## src/rtl/tsm_pkg.sv

```systemverilog
package tsm_pkg;
  typedef enum logic [0:0] {ST_IDLE, ST_RUN} ctrlState_t;

  typedef struct packed {
    logic clearAll;
    logic takeSample;
    logic finish;
  } ctrlStrobe_t;
endpackage

```

## src/rtl/tsm_ctrl.sv

```systemverilog
module tsm_ctrl
  import tsm_pkg::*;
(
  input  logic        clk,
  input  logic        rst_n,
  input  logic        traceStart,
  input  logic        traceEnd,
  input  logic        sampleValid,
  output ctrlStrobe_t strobe
);
  ctrlState_t state, nextState;

  // A start pulse always wins. Inside a trace, an end pulse wins over a sample.
  always_comb begin
    strobe    = '0;
    nextState = state;
    if (traceStart) begin
      strobe.clearAll = 1'b1;
      nextState       = ST_RUN;
    end else if (state == ST_RUN) begin
      if (traceEnd) begin
        strobe.finish = 1'b1;
        nextState     = ST_IDLE;
      end else if (sampleValid) begin
        strobe.takeSample = 1'b1;
      end
    end
  end

  always_ff @(posedge clk) begin
    if (!rst_n) state <= ST_IDLE;
    else        state <= nextState;
  end
endmodule

```

## src/rtl/tsm_datapath.sv

```systemverilog
module tsm_datapath
  import tsm_pkg::*;
#(
  parameter int DATA_W  = 12,
  parameter int IDX_W   = 10,
  parameter int TOL_DIV = 10
) (
  input  logic                     clk,
  input  logic                     rst_n,
  input  ctrlStrobe_t              strobe,
  input  logic [DATA_W-1:0]        sampleData,
  input  logic [DATA_W-1:0]        threshold,
  input  logic [IDX_W-1:0]         refSpacing,
  input  logic [IDX_W-1:0]         refIndex,
  output logic                     resultValid,
  output logic                     spacingMatch,
  output logic                     offsetValid,
  output logic signed [IDX_W:0]    peakShift
);
  localparam int NUM_SLOTS = 2;
  localparam int CNT_W     = $clog2(NUM_SLOTS + 1);
  localparam int ERR_W     = IDX_W + 2 + $clog2(TOL_DIV + 1);
  localparam logic [IDX_W-1:0] IDX_MAX = {IDX_W{1'b1}};

  logic [IDX_W-1:0]  sampleIdx;
  logic              prevAbove;
  logic              tracking;
  logic              slotSel;
  logic [CNT_W-1:0]  regionCount;
  logic [IDX_W-1:0]  peakIdx [NUM_SLOTS];
  logic [DATA_W-1:0] peakVal [NUM_SLOTS];

  logic isAbove, riseEdge, slotFree, openSlot, growPeak;
  logic [CNT_W-1:0] nextCount;

  assign isAbove   = sampleData > threshold;
  assign riseEdge  = isAbove && !prevAbove;
  assign slotFree  = regionCount < CNT_W'(NUM_SLOTS);
  assign openSlot  = strobe.takeSample && riseEdge && slotFree;
  assign growPeak  = strobe.takeSample && isAbove && !riseEdge && tracking
                     && (sampleData > peakVal[slotSel]);
  assign nextCount = regionCount + CNT_W'(1);

  // Sequencing state: index counter, region framing, slot choice
  always_ff @(posedge clk) begin
    if (!rst_n || strobe.clearAll) begin
      sampleIdx   <= '0;
      prevAbove   <= 1'b0;
      tracking    <= 1'b0;
      slotSel     <= 1'b0;
      regionCount <= '0;
    end else if (strobe.takeSample) begin
      prevAbove <= isAbove;
      if (sampleIdx != IDX_MAX) sampleIdx <= sampleIdx + IDX_W'(1);
      if (riseEdge) begin
        if (slotFree) begin
          slotSel     <= regionCount[0];
          regionCount <= nextCount;
          tracking    <= 1'b1;
        end else begin
          tracking <= 1'b0;
        end
      end else if (!isAbove) begin
        tracking <= 1'b0;
      end
    end
  end

  // One storage slot per kept peak
  for (genvar g = 0; g < NUM_SLOTS; g++) begin : g_slot
    logic loadNew, loadMax;
    assign loadNew = openSlot && (regionCount == CNT_W'(g));
    assign loadMax = growPeak && (slotSel == g[0]);
    always_ff @(posedge clk) begin
      if (!rst_n || strobe.clearAll) begin
        peakIdx[g] <= '0;
        peakVal[g] <= '0;
      end else if (loadNew || loadMax) begin
        peakIdx[g] <= sampleIdx;
        peakVal[g] <= sampleData;
      end
    end
  end

  // Verdict arithmetic, integer only
  logic              havePair;
  logic [IDX_W:0]    spacing;
  logic [IDX_W:0]    refExt;
  logic [IDX_W:0]    errMag;
  logic [ERR_W-1:0]  errScaled;
  logic              withinTol;
  logic signed [IDX_W:0] shiftCalc;

  assign havePair  = regionCount == CNT_W'(NUM_SLOTS);
  assign spacing   = {1'b0, peakIdx[1]} - {1'b0, peakIdx[0]};
  assign refExt    = {1'b0, refSpacing};
  assign errMag    = (spacing >= refExt) ? (spacing - refExt) : (refExt - spacing);
  assign errScaled = ERR_W'(errMag) * ERR_W'(TOL_DIV);
  assign withinTol = errScaled <= ERR_W'(refSpacing);
  assign shiftCalc = $signed({1'b0, peakIdx[0]}) - $signed({1'b0, refIndex});

  always_ff @(posedge clk) begin
    if (!rst_n) begin
      resultValid  <= 1'b0;
      spacingMatch <= 1'b0;
      offsetValid  <= 1'b0;
      peakShift    <= '0;
    end else begin
      resultValid  <= strobe.finish;
      spacingMatch <= strobe.finish && havePair && withinTol;
      offsetValid  <= strobe.finish && havePair;
      peakShift    <= (strobe.finish && havePair) ? shiftCalc : '0;
    end
  end
endmodule

```

## src/rtl/trace_sig_match.sv

```systemverilog
module trace_sig_match
  import tsm_pkg::*;
#(
  parameter int DATA_W  = 12,
  parameter int IDX_W   = 10,
  parameter int TOL_DIV = 10
) (
  input  logic                  clk,
  input  logic                  rst_n,
  input  logic                  traceStart,
  input  logic                  traceEnd,
  input  logic                  sampleValid,
  input  logic [DATA_W-1:0]     sampleData,
  input  logic [DATA_W-1:0]     threshold,
  input  logic [IDX_W-1:0]      refSpacing,
  input  logic [IDX_W-1:0]      refIndex,
  output logic                  resultValid,
  output logic                  spacingMatch,
  output logic                  offsetValid,
  output logic signed [IDX_W:0] peakShift
);
  ctrlStrobe_t strobe;

  tsm_ctrl i_ctrl (
    .clk        (clk),
    .rst_n      (rst_n),
    .traceStart (traceStart),
    .traceEnd   (traceEnd),
    .sampleValid(sampleValid),
    .strobe     (strobe)
  );

  tsm_datapath #(
    .DATA_W (DATA_W),
    .IDX_W  (IDX_W),
    .TOL_DIV(TOL_DIV)
  ) i_dp (
    .clk         (clk),
    .rst_n       (rst_n),
    .strobe      (strobe),
    .sampleData  (sampleData),
    .threshold   (threshold),
    .refSpacing  (refSpacing),
    .refIndex    (refIndex),
    .resultValid (resultValid),
    .spacingMatch(spacingMatch),
    .offsetValid (offsetValid),
    .peakShift   (peakShift)
  );
endmodule

```

## config.mk

```make
export PLATFORM = sky130hd
export DESIGN_NAME = trace_sig_match
export DESIGN_NICKNAME = d
export VERILOG_FILES = /design/src/rtl/tsm_pkg.sv /design/src/rtl/tsm_ctrl.sv /design/src/rtl/tsm_datapath.sv /design/src/rtl/trace_sig_match.sv
export SDC_FILE = /design/constraint.sdc
export NUM_CORES = 1
export LEC_CHECK = 0
export BUFFER_PORTS_ARGS = -buffer_cell sky130_fd_sc_hd__buf_2
export CAP_MARGIN = 20
export CELL_PAD_IN_SITES_DETAIL_PLACEMENT = 2
export CELL_PAD_IN_SITES_GLOBAL_PLACEMENT = 2
export CORE_ASPECT_RATIO = 1.4
export CORE_MARGIN = 10
export CORE_UTILIZATION = 34
export CTS_CLUSTER_SIZE = 30
export DETAILED_ROUTE_END_ITERATION = 8
export PLACE_DENSITY = 0.85
export SLEW_MARGIN = 40
export SYNTH_ARGS = -nofsm -noshare
export SYNTH_HDL_FRONTEND = slang
export SYNTH_HIERARCHICAL = 1
export SYNTH_SLANG_ARGS = --single-unit
```

## constraint.sdc

```tcl
create_clock -name clk -period 5.8 [get_ports clk]
set_clock_uncertainty 0.1 [all_clocks]
set_input_delay 1.16 -clock clk [delete_from_list [all_inputs] [get_ports clk]]
set_output_delay 1.16 -clock clk [all_outputs]
set_load 0.01 [all_outputs]
```

==> impl_metrics.sql, run 1 <==
INSERT INTO impl_metrics (metric_group, metric, value, unit) VALUES
('synthesis', 'synth_mux_area_share', '3.621', '%'),
('clocking', 'clock_slew_seen_by_the_registers_of_the_worst_setup_and_hold_paths', '60', 'ps'),
('synthesis', 'synth_area', '0.005909', 'mm^2'),
('routing', 'routed_wirelength', '22070', 'um'),
('synthesis', 'mappedNetlistNets', '768', ''),
('clocking', 'root_buffer', 'sky130_fd_sc_hd__clkbuf_16', ''),
('timing', 'setup_violations', '1', ''),
('worst_setup_path', 'timing.critical_path.required', '5960', 'ps'),
('routing', 'avgViaCountPerCell', '5.338', ''),
('layout', 'layout.nets', '885', ''),
('synthesis', 'postSynthCellCount', '621', ''),
('placement', 'placement.io_buffers', '62', ''),
('worst_setup_path', 'criticalPathCategory', 'flop to flop', ''),
('global_route', 'antenna_found_initial', '0', ''),
('global_route', 'globalRouteTotalUtil', '17.91', '%'),
('timing', 'final_period_minus_worst_setup_slack', '6336', 'ps'),
('layout', 'layoutNonFillerInstCount', '979', ''),
('layout', 'antenna_cells', '0', ''),
('floorplanning', 'vertical_extent_of_the_die', '176.0', 'um'),
('synthesis', 'synth_top_area_cell', 'sky130_fd_sc_hd__edfxtp_1', ''),
('timing', 'rsz0062_at_grt', 'true', ''),
('synthesis', 'synthAdderAreaFrac', '21.38', '%'),
('routing', 'dr_total_vias', '5226', ''),
('floorplanning', 'floorplan.core_area', '0.01719', 'mm^2'),
('timing', 'worstMarginPinSlew', '697.8', 'ps'),
('pwr', 'static-leakage-power', '3.605', 'nW'),
('clocking', 'tritoncts.num_buffers', '9', ''),
('timing', 'worst_slack', '-535.9', 'ps'),
('pwr', 'switching_share', '39.64', '%'),
('run_status', 'outcome', 'complete, but fails checks', ''),
('routing', 'final_antenna_net_count', '0', ''),
('routing', 'route.detailed.wl_per_inst', '22.54', 'um'),
('floorplanning', 'ioPinCount', '63', ''),
('synthesis', 'yosysSeqAreaShare', '32.86', '%'),
('layout', 'post_route_cells_drive_above_1_share', '27.99', '%'),
('synthesis', 'ys_dominant_reg_cell', 'sky130_fd_sc_hd__edfxtp_1', ''),
('clocking', 'ctsHoldBuffers', '0', ''),
('placement', 'detailed_place_hpwl', '16230', 'um'),
('flow_run', 'drv_cap', '0', ''),
('pwr', 'power.share.combinational', '63.3', '%'),
('placement', 'placed_cells_incl_taps', '942', ''),
('min_path', 'hp-class', 'flop to flop', ''),
('timing', 'slew_headroom', '53.42', '%'),
('routing', 'detail_route.first_pass.iterations', '4', ''),
('layout', 'area_growth_syn_to_layout', '27.14', '%'),
('clocking', 'cts-htree-levels', '3', ''),
('routing', 'detail_route.iter0.violations', '236', ''),
('run_status', 'violations_in_the_final_reports', 'negative setup slack', ''),
('global_route', 'number_of_global_route_vias_before_repair', '6067', ''),
('worst_setup_path', 'critPathMaxFanout', '4', ''),
('synthesis', 'yosysWarningCount', '6', ''),
('worst_setup_path', 'worst_path_largest_cell_delay', '450', 'ps'),
('global_route', 'grt_pass1_wl', '33130', 'um'),
('clocking', 'numClockSinks', '75', ''),
('placement', 'routability_congestion_estimate_from_global_placement', '0.9537', ''),
('pwr', 'net_switching_power', '1.251', 'mW'),
('clocking', 'clock_tree_from_tritoncts', 'yes', ''),
('worst_setup_path', 'arrival', '6500', 'ps'),
('timing', 'period_share', '109.2', '%'),
('routing', 'drt_drc_violations_left', '0', ''),
('pwr', 'power.clock.fraction', '18.2', '%'),
('worst_setup_path', 'worstSetupEndpointType', 'flop', ''),
('synthesis', 'synth_edf_count', '44', ''),
('pwr', 'peakVddDrop', '183.3', 'uV'),
('global_route', 'grt.overflow.total', '0', ''),
('synthesis', 'synth.top_cell.area_share', '22.36', '%'),
('synthesis', 'ys_ff_latch', '75', ''),
('floorplanning', 'floorplan.initialDensity', '34.38', '%'),
('pwr', 'seqPwrFrac', '18.5', '%'),
('synthesis', 'share_of_the_synthesized_netlist_area_taken_by_xor_and_xnor_gates', '4.870', '%'),
('synthesis', 'synth_simple_gate_area_share', '15.44', '%');
registers in the layout, indices dropped and copies added (netlist names), 2 cells and up, named ones only:
signal and cells:
i_dp/peakIdx 20, i_dp/peakShift 11, i_dp/sampleIdx 10, i_dp/peakVal 24, i_dp/regionCount 2
cell usage in the layout (no fill, tap or decap), types with 4 or more instances in the layout:
cell type	n
sky130_fd_sc_hd__o21a_1	10
sky130_fd_sc_hd__buf_2	62
sky130_fd_sc_hd__nor3_1	7
sky130_fd_sc_hd__o21ai_2	5
sky130_fd_sc_hd__nor2b_1	11
sky130_fd_sc_hd__xor2_1	12
sky130_fd_sc_hd__nand2_1	19
sky130_fd_sc_hd__a31oi_1	7
sky130_fd_sc_hd__ha_1	83
sky130_fd_sc_hd__nand4_1	9
sky130_fd_sc_hd__a21oi_1	30
sky130_fd_sc_hd__dfxtp_1	31
sky130_fd_sc_hd__nor2_1	30
sky130_fd_sc_hd__or2_2	5
sky130_fd_sc_hd__a21o_1	26
sky130_fd_sc_hd__and3_1	47
sky130_fd_sc_hd__a21oi_2	5
sky130_fd_sc_hd__clkbuf_16	9
sky130_fd_sc_hd__buf_4	61
sky130_fd_sc_hd__nand3_1	5
sky130_fd_sc_hd__o21ai_0	19
sky130_fd_sc_hd__ha_4	8
sky130_fd_sc_hd__o211ai_1	4
sky130_fd_sc_hd__xor2_2	4
sky130_fd_sc_hd__o21bai_1	4
sky130_fd_sc_hd__nand2b_1	9
sky130_fd_sc_hd__edfxtp_1	44
sky130_fd_sc_hd__xnor2_1	15
sky130_fd_sc_hd__inv_1	70
sky130_fd_sc_hd__mux2i_1	16
kinds of logic (layout without fill, tap and decap cells):
group | after synthesis | after routing
fa+ha+maj | 98 | 98
flops | 75 | 75
simple gates | 166 | 166
compound gates | 140 | 140
buf+inv | 90 | 212
mux | 20 | 20
xor+xnor | 32 | 32
through the flow:
| step | setup TNS (ps) | hold slack (ps) | utilization (%) | power [mW] | cell area, um^2 |
|---|---|---|---|---|---|
| after floorplan | -11.65 | 356.6 | - | 1.555 | 5949 |
| after global placement | -112.1 | 375.1 | 39.47 | 1.951 | 6784 |
| after detailed placement | -511.8 | 429.9 | 39.47 | 2.084 | 6784 |
| after CTS | -325.5 | 459.3 | 42.35 | 2.824 | 7278 |
| after global routing | -803.6 | 495.8 | 43.71 | 3.353 | 7513 |
| final | -535.9 | 462.6 | 43.71 | 3.157 | 7513 |
cell usage after synthesis (all sizes together), types with 2 or more instances:
| master | number |
|---|---|
| nand3 | 6 |
| and2 | 2 |
| a21o | 26 |
| o21bai | 5 |
| nand2b | 9 |
| mux2i | 19 |
| fa | 5 |
| or2 | 5 |
| a21oi | 37 |
| a31oi | 8 |
| a31o | 2 |
| and3 | 47 |
| o211ai | 5 |
| dfxtp | 31 |
| a21boi | 4 |
| inv | 72 |
| nor2 | 33 |
| nand4 | 9 |
| buf | 7 |
| a32o | 2 |
| clkbuf | 11 |
| or3 | 3 |
| ha | 93 |
| nor2b | 14 |
| o21a | 10 |
| nor3 | 7 |
| a211oi | 5 |
| nand2 | 23 |
| xnor2 | 16 |
| edfxtp | 44 |
| xor2 | 16 |
| o21ai | 27 |
worst max-delay path: cells and delay by family (launching register included):
kind / cells / cell delay (ps)
flip-flops: 1 / 450
adder cells (fa/ha/maj): 5 / 1400
AO/OA/AOI/OAI: 15 / 2730
multiplexers: 1 / 110
AND/OR/NAND/NOR: 7 / 1080
XOR/XNOR: 2 / 370
final timing paths:
kind	cells after the start	start	end
max reg2reg	30	i_dp/peakIdx[1][1]$_SDFFCE_PN0P_	i_dp/spacingMatch$_SDFF_PN0_
max	30	i_dp/peakIdx[1][1]$_SDFFCE_PN0P_	i_dp/spacingMatch$_SDFF_PN0_
min reg2reg	2	i_dp/sampleIdx[4]$_SDFFE_PP0P_	i_dp/sampleIdx[4]$_SDFFE_PP0P_
min	2	i_dp/sampleIdx[4]$_SDFFE_PP0P_	i_dp/sampleIdx[4]$_SDFFE_PP0P_
metal layers:
| metal | up-vias | part of all wire, % | wire (um) | GRT usage (%) |
|---|---|---|---|---|
| met3 | 55 | 2.1 | 457 | 2.247 |
| li1 | 2447 | - | - | - |
| met4 | 0 | 4.8 | 1057 | 10.18 |
| met2 | 112 | 58 | 12840 | 36.30 |
| met1 | 2612 | 35 | 7712 | 16.70 |
| met5 | - | 0 | 0 | 0 |
area by class of cell:
cell class	instances	area [um^2]	share of cell area (%)
Inverter	72	270.3	3.597
Sequential cell	75	1942	25.85
Multi-Input combinational cell	456	3921	52.19
Clock buffer	12	256.5	3.414
Tap cell	236	295.3	3.930
Timing Repair Buffer	124	779.5	10.37
Clock inverter	4	48.80	0.6495
power groups by stage:
stage          clock (mW)  combinational [mW]  sequential, mW
2_1_floorplan           0               0.963           0.592
3_3_place_gp            0                1.36           0.593
3_5_place_dp            0                1.49           0.595
4_1_cts             0.581                1.66           0.583
5_1_grt             0.604                2.16           0.585
6_report            0.574                2.00           0.584
what timing repair did:
item	4_1_cts	5_1_grt
pin swaps	26	33
setup endpoints to repair	1	1
buffers inserted	14	7
gates resized for setup	20	33
Note: power is estimated with default switching activity, not from simulation.
==> run 2: changes to the inputs <==
SKIP_CTS_REPAIR_TIMING = 1   (was unset)
==> run 2 against run 1 <==
The run still ends with negative setup slack left. Via count shrank 2.6%. Combinational power is 11% lower. Sequential share of layout area is 0.64 points higher. Sequential cell count did not move. Sequential power about the same. Clock power is essentially flat. First-iteration DRC count down 3.4%. Wire length is 6.9% lower. Register-to-register slack better by 220 ps. Count of clock-buffer cells in the layout unchanged. Cell count is 1.2% lower. Die area is the same. Critical path type unchanged. Critical endpoint unchanged. Largest cell class unchanged. Highest routed layer unchanged.
==> impl_metrics.sql, run 2 (synthesis gave the netlist of run 1 again) <==
INSERT INTO impl_metrics (metric_group, metric, value, unit) VALUES
('layout', 'max_ffs_per_register', '24', ''),
('global_route', 'antenna_found_initial', '0', ''),
('layout', 'area_growth_syn_to_layout', '24.07', '%'),
('worst_setup_path', 'worstSetupEndpointType', 'flop', ''),
('floorplanning', 'floorplan.initialDensity', '34.38', '%'),
('placement', 'place_ws', '-511.8', 'ps'),
('layout', 'largest-register', 'i_dp/peakVal', ''),
('clocking', 'tritoncts.num_buffers', '9', ''),
('routing', 'final_antenna_net_count', '0', ''),
('global_route', 'number_of_global_route_vias_before_repair', '5910', ''),
('worst_setup_path', 'critPathMaxFanout', '4', ''),
('pwr', 'cell_internal_pwr', '1.785', 'mW'),
('layout', 'mostFrequentLayoutCell', 'sky130_fd_sc_hd__ha_1', ''),
('pwr', 'p_total', '2.935', 'mW'),
('pwr', 'peakVddDrop', '159.6', 'uV'),
('layout', 'layout.nets', '873', ''),
('worst_setup_path', 'setup.worst_path.end', 'i_dp/spacingMatch$_SDFF_PN0_', ''),
('worst_setup_path', 'path_buf_inv', '2', ''),
('placement', 'detailed_place_hpwl', '16230', 'um'),
('floorplanning', 'floorplan.core_area', '0.01719', 'mm^2'),
('clocking', 'skew_pair_late_insertion_delay', '340', 'ps'),
('global_route', 'grt_start_max_net_pins', '32', ''),
('global_route', 'grt_pass1_wl', '31620', 'um'),
('worst_setup_path', 'start_kind', 'flop', ''),
('routing', 'avgViaCountPerCell', '5.265', ''),
('floorplanning', 'vertical_extent_of_the_die', '176.0', 'um'),
('routing', 'detail_route.first_pass.iterations', '4', ''),
('pwr', 'power.share.combinational', '60.7', '%'),
('run_status', 'outcome', 'complete, but fails checks', ''),
('layout', 'layout_top_registers', 'i_dp/peakVal x24, i_dp/peakIdx x20, i_dp/peakShift x11', ''),
('timing', 'finalHoldViolCount', '0', ''),
('timing', 'max_clock_freq', '163.6', 'MHz'),
('floorplanning', 'ioPinCount', '63', ''),
('layout', 'fillCellCount', '1828', ''),
('floorplanning', 'die-area', '0.02313', 'mm^2'),
('pwr', 'seqPwrFrac', '19.9', '%'),
('timing', 'timing.final.max_slew_violations', '0', ''),
('worst_setup_path', 'path_depth', '32', ''),
('floorplanning', 'placement_rows', '57', ''),
('routing', 'routed_wirelength', '20550', 'um'),
('layout', 'finish.utilization', '42.66', '%'),
('pwr', 'switching_share', '39.16', '%'),
('global_route', 'grt.overflow.total', '0', ''),
('worst_setup_path', 'worstReg2RegEnd', 'i_dp/spacingMatch$_SDFF_PN0_', ''),
('timing', 'worstMarginPinSlew', '731.7', 'ps'),
('clocking', 'clk_path_buf_depth', '2', ''),
('routing', 'route.detailed.wl_per_inst', '21.25', 'um'),
('flow_run', 'drv_cap', '0', ''),
('worst_setup_path', 'r2r.worst_path.cells', '32', ''),
('timing', 'worst_slack', '-313.5', 'ps'),
('clocking', 'cts-htree-levels', '3', ''),
('pwr', 'power.clock.fraction', '19.5', '%'),
('clocking', 'numClockSinks', '75', ''),
('worst_setup_path', 'cp_top_family', 'compound AO/OA/AOI/OAI gates', ''),
('routing', 'drt_drc_violations_left', '0', ''),
('layout', 'layout.cells.most_common_list', '88 x sky130_fd_sc_hd__ha_1, 70 x sky130_fd_sc_hd__inv_1, 62 x sky130_fd_sc_hd__buf_2', ''),
('global_route', 'globalRouteTotalUtil', '16.89', '%'),
('placement', 'placement.io_buffers', '62', ''),
('routing', 'detail_route.iter0.violations', '228', ''),
('layout', 'post_route_cells_drive_above_1_share', '25.58', '%'),
('placement', 'routability_congestion_estimate_from_global_placement', '0.9537', ''),
('clocking', 'clock_slew_seen_by_the_registers_of_the_worst_setup_and_hold_paths', '60', 'ps'),
('worst_setup_path', 'critical_path.startpoint', 'i_dp/peakIdx[0][1]$_SDFFCE_PN0P_', ''),
('pwr', 'static-leakage-power', '3.543', 'nW'),
('worst_setup_path', 'worst_path_max_delay_cell', 'sky130_fd_sc_hd__edfxtp_1', ''),
('worst_setup_path', 'timing.critical_path.required', '5960', 'ps'),
('pwr', 'net_switching_power', '1.149', 'mW'),
('layout', 'antenna_cells', '0', ''),
('timing', 'final_period_minus_worst_setup_slack', '6113', 'ps'),
('pwr', 'power-per-cell-area', '400.3', 'mW/mm^2'),
('timing', 'rsz0062_at_grt', 'true', ''),
('timing', 'setup_violations', '1', ''),
('run_status', 'violations_in_the_final_reports', 'negative setup slack', ''),
('min_path', 'hp-class', 'flop to flop', ''),
('floorplanning', 'die_x', '131.4', 'um'),
('worst_setup_path', 'criticalPathCategory', 'flop to flop', ''),
('worst_setup_path', 'arrival', '6280', 'ps'),
('timing', 'period_share', '105.4', '%'),
('timing', 'slew_headroom', '51.16', '%'),
('worst_setup_path', 'worst_path_largest_cell_delay', '410', 'ps'),
('worst_setup_path', 'critical_path.reg2reg.startpoint', 'i_dp/peakIdx[0][1]$_SDFFCE_PN0P_', ''),
('routing', 'dr_total_vias', '5091', ''),
('worst_setup_path', 'regToRegSetupSlack', '-310', 'ps'),
('clocking', 'clock_tree_from_tritoncts', 'yes', ''),
('clocking', 'root_buffer', 'sky130_fd_sc_hd__clkbuf_16', '');
==> run 2: changes by cell type in the layout (fill, tap and decap cells not counted), moves of 2 or more <==
cell,change
sky130_fd_sc_hd__ha_4,-5
sky130_fd_sc_hd__o21ai_1,-2
sky130_fd_sc_hd__xor2_1,+2
sky130_fd_sc_hd__buf_4,-12
sky130_fd_sc_hd__o21ai_0,+2
sky130_fd_sc_hd__xor2_2,-2
sky130_fd_sc_hd__ha_1,+5
==> run 2: worst min-delay path by stage <==
stage,startpoint,depth (start not counted),slack [ps],to
CTS,i_dp/sampleIdx[4]$_SDFFE_PP0P_,2,460,i_dp/sampleIdx[4]$_SDFFE_PP0P_
finish,i_dp/sampleIdx[4]$_SDFFE_PP0P_,2,470,i_dp/sampleIdx[4]$_SDFFE_PP0P_
global route,i_dp/sampleIdx[4]$_SDFFE_PP0P_,2,500,i_dp/sampleIdx[4]$_SDFFE_PP0P_
detailed placement,i_dp/prevAbove$_SDFFE_PP0P_,2,430,i_dp/prevAbove$_SDFFE_PP0P_
floorplan,i_dp/tracking$_SDFFE_PP0P_,2,360,i_dp/tracking$_SDFFE_PP0P_
global placement,i_dp/tracking$_SDFFE_PP0P_,2,380,i_dp/tracking$_SDFFE_PP0P_
==> run 2: power groups by stage <==
| stage | Clock (mW) | Sequential (mW) | Combinational (mW) |
|---|---|---|---|
| after global placement | 0 | 0.593 | 1.36 |
| after floorplan | 0 | 0.592 | 0.963 |
| after detailed placement | 0 | 0.595 | 1.49 |
| final | 0.571 | 0.583 | 1.78 |
| after global routing | 0.602 | 0.585 | 1.97 |
| after CTS | 0.581 | 0.583 | 1.50 |
==> run 2: final cells by class <==
cell class	instances	area [um^2]	area share [%]
inverters	72	270.3	3.686
well taps	236	295.3	4.027
repair buffers	112	689.4	9.403
clock buffers	12	256.5	3.498
multi-input cells	456	3830	52.24
flip-flops and latches	75	1942	26.48
clock inverters	4	48.80	0.6655
==> run 2: per-layer routing <==
metal | part of all wire [%] | GRT usage (%)
met3 | 1.6 | 2.133
met4 | 4.4 | 8.922
met2 | 59 | 33.95
met1 | 36 | 16.22
met5 | 0 | 0
==> run 2: worst reg2reg max path: cells and delay by family, from the launching register on <==
| family | cells | cell delay (ps) |
|---|---|---|
| flip-flops | 1 | 410 |
| buffers and inverters | 2 | 150 |
| adder cells (fa/ha/maj) | 6 | 1710 |
| AND/OR/NAND/NOR | 9 | 1140 |
| AO/OA/AOI/OAI | 13 | 2230 |
| multiplexers | 1 | 100 |
| XOR/XNOR | 1 | 200 |
==> run 2: stage by stage <==
step	hold slack, ps	instances	instance area (um^2)	TNS [ps]
after floorplan	356.6	621	5949	-11.65
after global placement	375.1	942	6784	-112.1
after detailed placement	429.9	942	6784	-511.8
after CTS	459.3	958	7089	-566.7
after global routing	495.8	967	7332	-604.6
final	467.8	967	7332	-313.5
==> run 3: changes to the inputs <==
CAP_MARGIN = unset   (was 20)
CORE_UTILIZATION = 41   (was 34)
HOLD_SLACK_MARGIN = 0.03   (was unset)
PLACE_DENSITY = 0.95   (was 0.85)
clock period = 7.9 ns   (was 5.8 ns; I/O delays follow)
==> run 3 against run 2 <==
The run now ends clean. Sequential cell count did not move. Hold slack worse by 11 ps. Count of clock-buffer cells in the layout shrank 1. Combinational power down 45%. Final area fell by 7.8%. Cell count is 10% lower. Sequential power shrank 26%. Register-to-register slack improved by 880 ps. Wire length up 7.6%. Critical path type unchanged. Largest cell class unchanged.
==> impl_metrics.sql, run 3 (synthesis gave the netlist of run 1 again) <==
INSERT INTO impl_metrics (metric_group, metric, value, unit) VALUES
('run_status', 'outcome', 'finished, final reports clean', ''),
('global_route', 'grt.overflow.total', '0', ''),
('floorplanning', 'floorplan.initialDensity', '42.09', '%'),
('layout', 'fillCellCount', '1501', ''),
('clocking', 'numClockSinks', '75', ''),
('routing', 'detail_route.first_pass.iterations', '4', ''),
('timing', 'slew_headroom', '46.21', '%'),
('pwr', 'power.clock.fraction', '24.4', '%'),
('clocking', 'clock_tree_from_tritoncts', 'yes', ''),
('timing', 'final_period_minus_worst_setup_slack', '7331', 'ps'),
('timing', 'period_share', '92.80', '%'),
('placement', 'detailed_place_hpwl', '16430', 'um'),
('worst_setup_path', 'critPathMaxFanout', '10', ''),
('layout', 'post_route_cells_drive_above_1_share', '15.64', '%'),
('timing', 'finalHoldViolCount', '0', ''),
('timing', 'timing.final.max_slew_violations', '0', ''),
('global_route', 'number_of_global_route_vias_before_repair', '5987', ''),
('routing', 'drt_drc_violations_left', '0', ''),
('clocking', 'clk_path_buf_depth', '2', ''),
('timing', 'totalNegativeSetupSlack', '0', 'ps'),
('layout', 'mostFrequentLayoutCell', 'sky130_fd_sc_hd__ha_1', ''),
('pwr', 'net_switching_power', '0.7360', 'mW'),
('worst_setup_path', 'start_kind', 'flop', ''),
('worst_setup_path', 'worst_path_largest_cell_delay', '470', 'ps'),
('worst_setup_path', 'critical-path-top-cell-by-count', 'sky130_fd_sc_hd__ha_1', ''),
('pwr', 'switching_share', '39.69', '%'),
('timing', 'setup_violations', '0', ''),
('worst_setup_path', 'criticalPathCategory', 'flop to flop', ''),
('clocking', 'cts-htree-levels', '3', ''),
('pwr', 'seqPwrFrac', '23.2', '%'),
('layout', 'largest-register', 'i_dp/peakVal', ''),
('layout', 'layout.nets', '826', ''),
('routing', 'avgViaCountPerCell', '5.838', ''),
('clocking', 'root_buffer', 'sky130_fd_sc_hd__clkbuf_16', ''),
('floorplanning', 'vertical_extent_of_the_die', '162.1', 'um'),
('global_route', 'antenna_found_initial', '1', ''),
('placement', 'placement.io_buffers', '62', ''),
('pwr', 'peakVddDrop', '187.1', 'uV'),
('routing', 'detail_route.iter0.violations', '269', ''),
('pwr', 'cell_internal_pwr', '1.118', 'mW'),
('global_route', 'globalRouteTotalUtil', '22.41', '%'),
('layout', 'max_ffs_per_register', '24', ''),
('timing', 'max_clock_freq', '136.4', 'MHz'),
('worst_setup_path', 'timing.critical_path.required', '8050', 'ps'),
('timing', 'worst_slack', '569.2', 'ps'),
('min_path', 'hp-class', 'flop to flop', ''),
('routing', 'route.detailed.wl_per_inst', '25.42', 'um'),
('pwr', 'power.share.combinational', '52.4', '%'),
('clocking', 'skew_pair_late_insertion_delay', '340', 'ps'),
('worst_setup_path', 'worstSetupEndpointType', 'flop', ''),
('clocking', 'clock_slew_seen_by_the_registers_of_the_worst_setup_and_hold_paths', '60', 'ps'),
('floorplanning', 'die-area', '0.01968', 'mm^2'),
('floorplanning', 'die_x', '121.5', 'um'),
('routing', 'final_antenna_net_count', '0', ''),
('floorplanning', 'ioPinCount', '63', ''),
('placement', 'routability_congestion_estimate_from_global_placement', '0.8391', ''),
('layout', 'layout_top_registers', 'i_dp/peakVal x24, i_dp/peakIdx x20, i_dp/peakShift x11', ''),
('flow_run', 'drv_cap', '0', ''),
('layout', 'area_growth_syn_to_layout', '14.40', '%'),
('worst_setup_path', 'arrival', '7490', 'ps'),
('routing', 'dr_total_vias', '5079', ''),
('clocking', 'tritoncts.num_buffers', '9', ''),
('floorplanning', 'placement_rows', '51', ''),
('layout', 'layout.cells.most_common_list', '92 x sky130_fd_sc_hd__ha_1, 72 x sky130_fd_sc_hd__inv_1, 62 x sky130_fd_sc_hd__buf_2', ''),
('floorplanning', 'floorplan.core_area', '0.01404', 'mm^2'),
('global_route', 'grt_start_max_net_pins', '25', ''),
('global_route', 'grt_pass1_wl', '34190', 'um'),
('routing', 'routed_wirelength', '22120', 'um'),
('worst_setup_path', 'worst_path_max_delay_cell', 'sky130_fd_sc_hd__edfxtp_1', ''),
('timing', 'rsz0062_at_grt', 'false', ''),
('pwr', 'static-leakage-power', '3.301', 'nW'),
('placement', 'place_ws', '279.7', 'ps'),
('timing', 'worstMarginPinSlew', '805.8', 'ps'),
('pwr', 'power-per-cell-area', '274.3', 'mW/mm^2');
[run 3: cell types whose count changed in the layout (fill, tap and decap cells not counted), moves of 3 or more]
cell	previous run	this run
sky130_fd_sc_hd__ha_4	3	0
sky130_fd_sc_hd__ha_1	88	92
sky130_fd_sc_hd__o21ai_2	5	1
sky130_fd_sc_hd__a21oi_2	6	2
sky130_fd_sc_hd__o21ai_0	21	24
sky130_fd_sc_hd__buf_4	49	2
sky130_fd_sc_hd__a21oi_1	30	35
sky130_fd_sc_hd__nor2b_1	11	14
[run 3: path summary, 6_finish.rpt]
path / startpoint / to / slack [ps] / cells past startpoint
worst max-delay path: i_dp/peakIdx[0][1]$_SDFFCE_PN0P_ / i_dp/spacingMatch$_SDFF_PN0_ / 570 / 32
worst min-delay path: i_dp/prevAbove$_SDFFE_PP0P_ / i_dp/prevAbove$_SDFFE_PP0P_ / 460 / 2
worst max register to register: i_dp/peakIdx[0][1]$_SDFFCE_PN0P_ / i_dp/spacingMatch$_SDFF_PN0_ / 570 / 32
worst min register to register: i_dp/prevAbove$_SDFFE_PP0P_ / i_dp/prevAbove$_SDFFE_PP0P_ / 460 / 2
[run 3: power groups by stage]
stage          registers [mW]  clock network [mW]  logic [mW]
5_1_grt                 0.430               0.476        1.08
4_1_cts                 0.430               0.459       0.967
6_report                0.430               0.453       0.972
2_1_floorplan           0.435                   0       0.686
3_5_place_dp            0.438                   0       0.950
3_3_place_gp            0.436                   0       0.846
[run 3: per-layer routing]
layer  track usage (%)  part of all wire [%]  up-vias  wire [um]
met4             13.86                   5.6        0       1239
met3             3.782                   3.1       60        678
met5                 0                     0        -          0
met2             42.13                    55      122      12160
met1             21.94                    36     2574       8044
li1                  -                     -     2323          -
[run 3: critical path, delay by kind of cell, from the launching register on]
family	cells	cell delay, ps
buffers and inverters	2	240
AO/OA/AOI/OAI	13	2770
AND/OR/NAND/NOR	9	1430
flip-flops	1	470
XOR/XNOR	1	180
adder cells (fa/ha/maj)	6	1860
multiplexers	1	170
[run 3: layout make-up]
cell class / instances / area [um^2] / area share (%)
antenna: 1 / 2.502 / 0.03702
clock buffer: 11 / 242.7 / 3.591
timing repair buffer: 65 / 352.8 / 5.219
tap: 185 / 231.5 / 3.424
multi-input combinational: 456 / 3642 / 53.88
clock inverter: 5 / 76.32 / 1.129
inverter: 72 / 270.3 / 3.998
sequential: 75 / 1942 / 28.72
[run 3: stage by stage]
step	std cells	power, mW	area [um^2]	util (%)	hold slack, ps
2_1_floorplan	621	1.121	5909	-	356.6
3_3_place_gp	852	1.282	6391	45.53	388.6
3_5_place_dp	852	1.387	6401	45.60	430.2
4_1_cts	868	1.855	6720	47.87	448.3
5_1_grt	870	1.991	6760	48.16	474.9
6_report	870	1.854	6760	48.16	457.2
